`src/rtl/pr_pkg.sv`:
```
package pr_pkg;

    localparam int ADDR_W     = 12;
    localparam int WORD_W     = 16;
    localparam int HALF_BITS  = 64;
    localparam int HALF_WORDS = HALF_BITS / WORD_W;
    localparam int IDX_W      = $clog2(HALF_WORDS);

    localparam logic [ADDR_W-1:0] KEY1_ADDR  = 12'h555;
    localparam logic [ADDR_W-1:0] KEY2_ADDR  = 12'h2AA;
    localparam logic [ADDR_W-1:0] STAT_ADDR  = 12'h080;
    localparam logic [ADDR_W-1:0] FIXED_BASE = 12'h081;

    localparam logic [7:0] KEY1_DATA = 8'hAA;
    localparam logic [7:0] KEY2_DATA = 8'h55;
    localparam logic [7:0] OP_PROG   = 8'hC0;
    localparam logic [7:0] OP_LOCK   = 8'h60;
    localparam logic [7:0] OP_ID_IN  = 8'h90;
    localparam logic [7:0] OP_ID_OUT = 8'hF0;

    localparam int LOCK_BIT = 1;

    typedef enum logic [2:0] {
        SQ_IDLE,
        SQ_KEY1,
        SQ_KEY2,
        SQ_PROG,
        SQ_LOCK
    } seq_state_e;

    typedef enum logic [1:0] {
        RG_STAT,
        RG_FIXED,
        RG_USER,
        RG_NONE
    } region_e;

    typedef struct packed {
        logic                prog_fire;
        logic                lock_fire;
        logic [ADDR_W-1:0]   addr;
        logic [WORD_W-1:0]   data;
    } cmd_t;

    function automatic region_e classify(input logic [ADDR_W-1:0] a);
        logic [ADDR_W-1:0] off;
        off = a - FIXED_BASE;
        if (a == STAT_ADDR)
            return RG_STAT;
        else if (a >= FIXED_BASE && off < ADDR_W'(HALF_WORDS))
            return RG_FIXED;
        else if (a >= FIXED_BASE && off < ADDR_W'(2 * HALF_WORDS))
            return RG_USER;
        else
            return RG_NONE;
    endfunction

    function automatic logic [IDX_W-1:0] word_idx(input logic [ADDR_W-1:0] a);
        logic [ADDR_W-1:0] off;
        off = a - FIXED_BASE;
        return off[IDX_W-1:0];
    endfunction

endpackage

```
`src/rtl/pr_cmd_seq.sv`:
```
module pr_cmd_seq
    import pr_pkg::*;
(
    input  logic              clk,
    input  logic              rst,
    input  logic              wr_en,
    input  logic [ADDR_W-1:0] addr,
    input  logic [WORD_W-1:0] wdata,
    output logic              id_mode,
    output cmd_t              cmd
);

    seq_state_e state_q, state_d;
    logic       id_q, id_d;

    always_comb begin
        state_d       = state_q;
        id_d          = id_q;
        cmd.prog_fire = 1'b0;
        cmd.lock_fire = 1'b0;
        cmd.addr      = addr;
        cmd.data      = wdata;
        if (wr_en) begin
            if (id_q) begin
                // only the exit write is honoured in identification mode
                if (wdata[7:0] == OP_ID_OUT)
                    id_d = 1'b0;
                state_d = SQ_IDLE;
            end else begin
                unique case (state_q)
                    SQ_IDLE: begin
                        if (addr == KEY1_ADDR && wdata[7:0] == KEY1_DATA)
                            state_d = SQ_KEY1;
                    end
                    SQ_KEY1: begin
                        if (addr == KEY2_ADDR && wdata[7:0] == KEY2_DATA)
                            state_d = SQ_KEY2;
                        else
                            state_d = SQ_IDLE;
                    end
                    SQ_KEY2: begin
                        state_d = SQ_IDLE;
                        if (addr == KEY1_ADDR) begin
                            case (wdata[7:0])
                                OP_PROG:  state_d = SQ_PROG;
                                OP_LOCK:  state_d = SQ_LOCK;
                                OP_ID_IN: id_d    = 1'b1;
                                default:  state_d = SQ_IDLE;
                            endcase
                        end
                    end
                    SQ_PROG: begin
                        cmd.prog_fire = 1'b1;
                        state_d       = SQ_IDLE;
                    end
                    SQ_LOCK: begin
                        cmd.lock_fire = ~wdata[LOCK_BIT];
                        state_d       = SQ_IDLE;
                    end
                    default: state_d = SQ_IDLE;
                endcase
            end
        end
    end

    always_ff @(posedge clk) begin
        if (rst) begin
            state_q <= SQ_IDLE;
            id_q    <= 1'b0;
        end else begin
            state_q <= state_d;
            id_q    <= id_d;
        end
    end

    assign id_mode = id_q;

endmodule

```
`src/rtl/pr_user_store.sv`:
```
module pr_user_store
    import pr_pkg::*;
(
    input  logic                 clk,
    input  logic                 rst,
    input  cmd_t                 cmd,
    output logic [HALF_BITS-1:0] user_bits,
    output logic                 locked,
    output logic                 viol
);

    region_e          tgt;
    logic [IDX_W-1:0] tgt_idx;
    logic             refused;

    always_comb begin
        tgt     = classify(cmd.addr);
        tgt_idx = word_idx(cmd.addr);
        refused = cmd.prog_fire &&
                  (tgt == RG_FIXED || (tgt == RG_USER && locked));
    end

    for (genvar w = 0; w < HALF_WORDS; w++) begin : g_word
        logic [WORD_W-1:0] word_q;
        always_ff @(posedge clk) begin
            if (rst)
                word_q <= '1;
            else if (cmd.prog_fire && tgt == RG_USER && !locked &&
                     tgt_idx == IDX_W'(w))
                word_q <= word_q & cmd.data;
        end
        assign user_bits[w*WORD_W +: WORD_W] = word_q;
    end

    always_ff @(posedge clk) begin
        if (rst) begin
            locked <= 1'b0;
            viol   <= 1'b0;
        end else begin
            if (cmd.lock_fire)
                locked <= 1'b1;
            viol <= refused;
        end
    end

endmodule

```
`src/rtl/pr_read_port.sv`:
```
module pr_read_port
    import pr_pkg::*;
#(
    parameter logic [HALF_BITS-1:0] FIXED_VALUE = 64'h1234_5678_9ABC_DEF0
) (
    input  logic                 clk,
    input  logic                 rst,
    input  logic                 rd_en,
    input  logic [ADDR_W-1:0]    addr,
    input  logic                 id_mode,
    input  logic                 locked,
    input  logic [HALF_BITS-1:0] user_bits,
    output logic [WORD_W-1:0]    rdata
);

    logic [WORD_W-1:0] val;
    int unsigned       lsb;

    always_comb begin
        val = '1;
        lsb = 32'(word_idx(addr)) * WORD_W;
        if (id_mode) begin
            unique case (classify(addr))
                RG_STAT:  val[LOCK_BIT] = ~locked;
                RG_FIXED: val = FIXED_VALUE[lsb +: WORD_W];
                RG_USER:  val = user_bits[lsb +: WORD_W];
                default:  val = '1;
            endcase
        end
    end

    always_ff @(posedge clk) begin
        if (rst)
            rdata <= '1;
        else if (rd_en)
            rdata <= val;
    end

endmodule

```
`src/rtl/prot_reg_top.sv`:
```
module prot_reg_top
    import pr_pkg::*;
#(
    parameter logic [HALF_BITS-1:0] FIXED_VALUE = 64'h1234_5678_9ABC_DEF0
) (
    input  logic              clk,
    input  logic              rst,
    input  logic              wr_en,
    input  logic              rd_en,
    input  logic [11:0]       addr,
    input  logic [15:0]       wdata,
    output logic [15:0]       rdata,
    output logic              prot_viol
);

    logic                 id_mode;
    cmd_t                 cmd;
    logic [HALF_BITS-1:0] user_bits;
    logic                 user_locked;

    pr_cmd_seq seq_i (
        .clk     (clk),
        .rst     (rst),
        .wr_en   (wr_en),
        .addr    (addr),
        .wdata   (wdata),
        .id_mode (id_mode),
        .cmd     (cmd)
    );

    pr_user_store store_i (
        .clk       (clk),
        .rst       (rst),
        .cmd       (cmd),
        .user_bits (user_bits),
        .locked    (user_locked),
        .viol      (prot_viol)
    );

    pr_read_port #(.FIXED_VALUE(FIXED_VALUE)) rd_i (
        .clk       (clk),
        .rst       (rst),
        .rd_en     (rd_en),
        .addr      (addr),
        .id_mode   (id_mode),
        .locked    (user_locked),
        .user_bits (user_bits),
        .rdata     (rdata)
    );

endmodule

```
`config.mk`:
```
export PLATFORM = sky130hd
export DESIGN_NAME = prot_reg_top
export DESIGN_NICKNAME = d
export VERILOG_FILES = /design/src/rtl/pr_pkg.sv /design/src/rtl/pr_cmd_seq.sv /design/src/rtl/pr_user_store.sv /design/src/rtl/pr_read_port.sv /design/src/rtl/prot_reg_top.sv
export SDC_FILE = /design/constraint.sdc
export NUM_CORES = 1
export LEC_CHECK = 0
export ABC_AREA = 1
export ABC_CLOCK_PERIOD_IN_PS = 6550
export BUFFER_PORTS_ARGS = -buffer_cell sky130_fd_sc_hd__buf_4
export CAP_MARGIN = 0
export CORE_ASPECT_RATIO = 0.8
export CORE_MARGIN = 10
export CORE_UTILIZATION = 52
export CTS_CLUSTER_DIAMETER = 60
export DETAILED_ROUTE_END_ITERATION = 8
export PLACE_DENSITY = 0.7
export SYNTH_ARGS = -nofsm -noshare
export SYNTH_HDL_FRONTEND = slang
export SYNTH_SLANG_ARGS = --single-unit
```
`constraint.sdc`:
```
create_clock -name clk -period 6.55 [get_ports clk]
set_input_delay 1.31 -clock clk [delete_from_list [all_inputs] [get_ports clk]]
set_output_delay 1.31 -clock clk [all_outputs]
set_load 0.1 [all_outputs]
```
==> results list <==
* Result of the run: complete, no violations
* Post-Place Cell Area: roughly 4400 µm²
- Time the final worst path needs with I/O delays and setup: about 5.0 ns
- Count of unique library cells instantiated by Yosys: 30
* Highest achievable clock rate: approximately 200 MHz
- The final number of max-transition violations was 0.
* Most common cell after layout, fill and taps aside: sky130_fd_sc_hd__nand2_1
- Synthesis produced a netlist whose cell count is 586.
- STA puts the critical path data required time at 6.78 ns.
- The first global-routing pass estimated approximately 17,000 µm of wire.
* Number of clock sinks: 86
- Floorplan die area: 11,800 µm²
* Min-delay src: store_i.g_word[1].word_q[7]
- The startpoint identified for the worst register-to-register timing path is seq_i.id_mode.
- Number of global-route vias before repair: 3,532
- In this run the register-to-register setup slack is 4.70 ns.
- Clock-pin slew was measured on the worst setup and hold paths at 0.08 ns.
- Number of antenna violations at the first check in global routing: 0
- Share of cells above drive strength 1: 12.2%
- Number of hold-slack violations in the final timing report: 0
- The critical path starts at addr[0].
- Final setup violation count: 0
- After filler insertion, the fill cell instance count of the layout stands at between 700 and 800.
* Final total negative setup slack: 0 ns
- Ant diodes: 0
* Critical path capture point type: register
- The worst-case IR drop observed on VDD is 0.000142 V.
- Hold buffers post-CTS: 0
- The H-tree generated during clock tree synthesis spans 3 levels.
- Max Root-Sink Buffers: 2
- The worst hold path was traced through 2 stages.
* Area Growth Syn to Fin: 14.7%
- After detailed routing, the number of remaining DRC violations is 0.
* Storage element area: roughly 1700 µm²
- Summed over all cells, the static leakage comes to 2.03 nW.
* X dimension of the die: 119 µm
- Detail-routed net length per standard cell: 14.4 µm
- Pre-Repair DR Iteration Count: 5
- Max capacitance violation total: 0
* Initial cell density of the core: between 50% and 60%
* Remaining global-route overflow: 0
* Unrepaired setup endpoints after global routing: false
- In this run the critical register-to-register path is captured at store_i.g_word[1].word_q[8].
- In this run the post-CTS setup repair buffer count came out at 0.
- Nets: approximately 660
- Buffers inserted during clock tree synthesis total 9.
- Antenna Violating Nets Remaining: 0
- Mean instance size in the synthesized netlist: 6.96 µm²
- Share of the yosys chip area belonging to registers: a little over two fifths
* Global Route Usage Sum: between 15 and 20%
- TritonCTS built the clock tree.
- Including well taps, the total number of placed cells is 713.
* Clock Skew: around 0.0073 ns
- In the final layout, the multi-input gates occupy 2030 µm².
- In this run the core area contains 28 standard-cell rows.
* Worst Tran Pin Value: around 0.92 ns
- The core region is between 7000 and 8000 µm².
* Leading cell types in the layout, fill and taps excluded: 154 x sky130_fd_sc_hd__nand2_1, 86 x sky130_fd_sc_hd__dfxtp_1, 77 x sky130_fd_sc_hd__o21ai_0
* Headroom to the max-slew limit: 38.4%
- Final hold slack: 0.458 ns
- The number of nets handed over by synthesis was 628.
* Category of the critical setup timing path: primary input to register
- The floorplan step set the die height to ~100 µm.
* Top-Level Pins: 49
* Pin count of the biggest net entering global routing: 79
- The final layout contains routed wiring with a total length of 10,500 µm.
- Total power divided by cell area: 238 nW/µm²
- The HPWL after detailed placement is 7470 µm.
* Hold path endpoint: store_i.g_word[1].word_q[7]
- Excluding fillers, the count of instances in the completed layout stands at 729.
- CP Data Arrival Time: slightly above 5 ns
* Most frequently used flop master after synthesis: sky130_fd_sc_hd__dfxtp_1
- Summing every instance area after synthesis gives 4080 µm².
- During synthesis, Yosys emitted a total of 0 warnings.
- Final Instance Area: approximately 4700 µm²
* Number of vias after detailed routing: roughly 3,900
- After synthesis, the share of flip-flops with an asynchronous set or reset is 0%.
- Path type of the worst min-delay path: register to register
* Clk_lat worst skew: 0.36 ns
- Cell at the root of the clock tree: sky130_fd_sc_hd__clkbuf_8
- STA classifies the critical path startpoint as a primary input.
* Number of cells upsized or downsized after cts: 0
- Weighted congestion at the end of routability-driven global placement: approximately 0.9
- Worst-path fanout max: 50
* Number of cells traversed by the worst register-to-register path: 6
- After synthesis the netlist holds a flip-flop and latch count of 86.
* Part of the cycle the worst path needs: about three quarters
* Port buffer count: 48
- Yosys mapped a number of flops with a built-in enable equal to 0.
- Number of violations reported at the end of detailed-routing iteration 0: 346
- Avg Vias per Cell: roughly 5.4
-- Yosys cell counts (2+ instances only) --
library cell	instances	area share (%)
sky130_fd_sc_hd__inv_1	46	4.2
sky130_fd_sc_hd__nand2_1	154	14
sky130_fd_sc_hd__nand4_1	7	1.1
sky130_fd_sc_hd__nor3_1	8	0.98
sky130_fd_sc_hd__buf_6	4	1.1
sky130_fd_sc_hd__nand3_2	5	1.2
sky130_fd_sc_hd__o21ai_0	77	9.5
sky130_fd_sc_hd__o21ai_1	10	1.2
sky130_fd_sc_hd__o22ai_1	2	0.31
sky130_fd_sc_hd__dfxtp_1	86	42
sky130_fd_sc_hd__a21oi_1	52	6.4
sky130_fd_sc_hd__ha_1	10	3.1
sky130_fd_sc_hd__nor2_1	40	3.7
sky130_fd_sc_hd__nand3_1	48	5.9
sky130_fd_sc_hd__buf_2	6	0.74
sky130_fd_sc_hd__clkbuf_1	16	1.5
sky130_fd_sc_hd__nor2_2	2	0.31
-- area by class of cell --
cell class              instances  share of cell area (%)
clock buffers                  11                    2.81
clock inverters                 5                    2.28
inverters                      48                    3.85
multi-input cells             424                    43.4
flip-flops and latches         86                    36.8
well taps                     105                    2.81
repair buffers                 50                    8.03
-- worst max path at each step --
stage                                         to  slack (ns)
floorplan           store_i.g_word[0].word_q[10]        2.57
CTS                  store_i.g_word[1].word_q[8]        1.69
global placement     store_i.g_word[2].word_q[5]        1.57
finish               store_i.g_word[1].word_q[8]        1.60
detailed placement   store_i.g_word[1].word_q[8]        1.32
global route         store_i.g_word[2].word_q[3]        1.24
-- routing by layer --
metal,GRT usage (%),up-vias,part of all wire [%]
met4,3.94,0,1.1
met2,25.8,139,43
met5,0,-,0
met1,23.9,1780,47
li1,-,1998,-
met3,6.10,13,8.9
-- stage by stage --
step / worst slack (ns) / utilization, % / total power, mW
after floorplan: 2.57 / - / 0.640
after global placement: 1.57 / 59.2 / 0.684
after detailed placement: 1.32 / 59.2 / 0.686
after global routing: 1.24 / 62.3 / 1.17
final: 1.60 / 62.3 / 1.11
after CTS: 1.69 / 62.3 / 1.12
-- where the power goes --
part           switching [mW]  internal (mW)  total (mW)
combinational           0.102         0.0396       0.142
clock                   0.185          0.255       0.440
sequential            0.00367          0.528       0.532
-- worst max-delay path: stages --
cell	delay, ns
sky130_fd_sc_hd__buf_4	0.25
sky130_fd_sc_hd__inv_1	0.61
sky130_fd_sc_hd__ha_1	0.30
sky130_fd_sc_hd__inv_1	0.05
sky130_fd_sc_hd__nor2_1	0.18
sky130_fd_sc_hd__nand3_1	0.15
sky130_fd_sc_hd__nand2_1	0.14
sky130_fd_sc_hd__nand2_1	0.06
sky130_fd_sc_hd__nand2_1	0.06
sky130_fd_sc_hd__nand2_1	0.05
sky130_fd_sc_hd__nand2_1	0.06
sky130_fd_sc_hd__nor2_1	0.05
sky130_fd_sc_hd__nand3_1	0.06
sky130_fd_sc_hd__nand2_1	0.12
sky130_fd_sc_hd__inv_1	0.12
sky130_fd_sc_hd__ha_1	0.16
sky130_fd_sc_hd__buf_4	0.24
sky130_fd_sc_hd__inv_1	0.08
sky130_fd_sc_hd__nor2_1	0.32
sky130_fd_sc_hd__nand3_2	0.37
sky130_fd_sc_hd__o21ai_0	0.31
sky130_fd_sc_hd__nand2_1	0.08
-- logic make-up (layout without fill, tap and decap cells) --
kind of cell	after synthesis	after routing	share of synthesized area, %
compound gates	145	145	18.4
fa+ha+maj	10	10	3.07
buf+inv	76	114	8.01
flops	86	86	42.2
simple gates	269	269	28.3
-- registers in the layout, indices dropped and copies added, names as in the netlist --
name                   count
store_i.viol               1
seq_i.state_q              3
store_i.g_word.word_q     64
store_i.locked             1
seq_i.id_mode              1
rd_i.rdata                16
(Power assumes the default switching activity.)
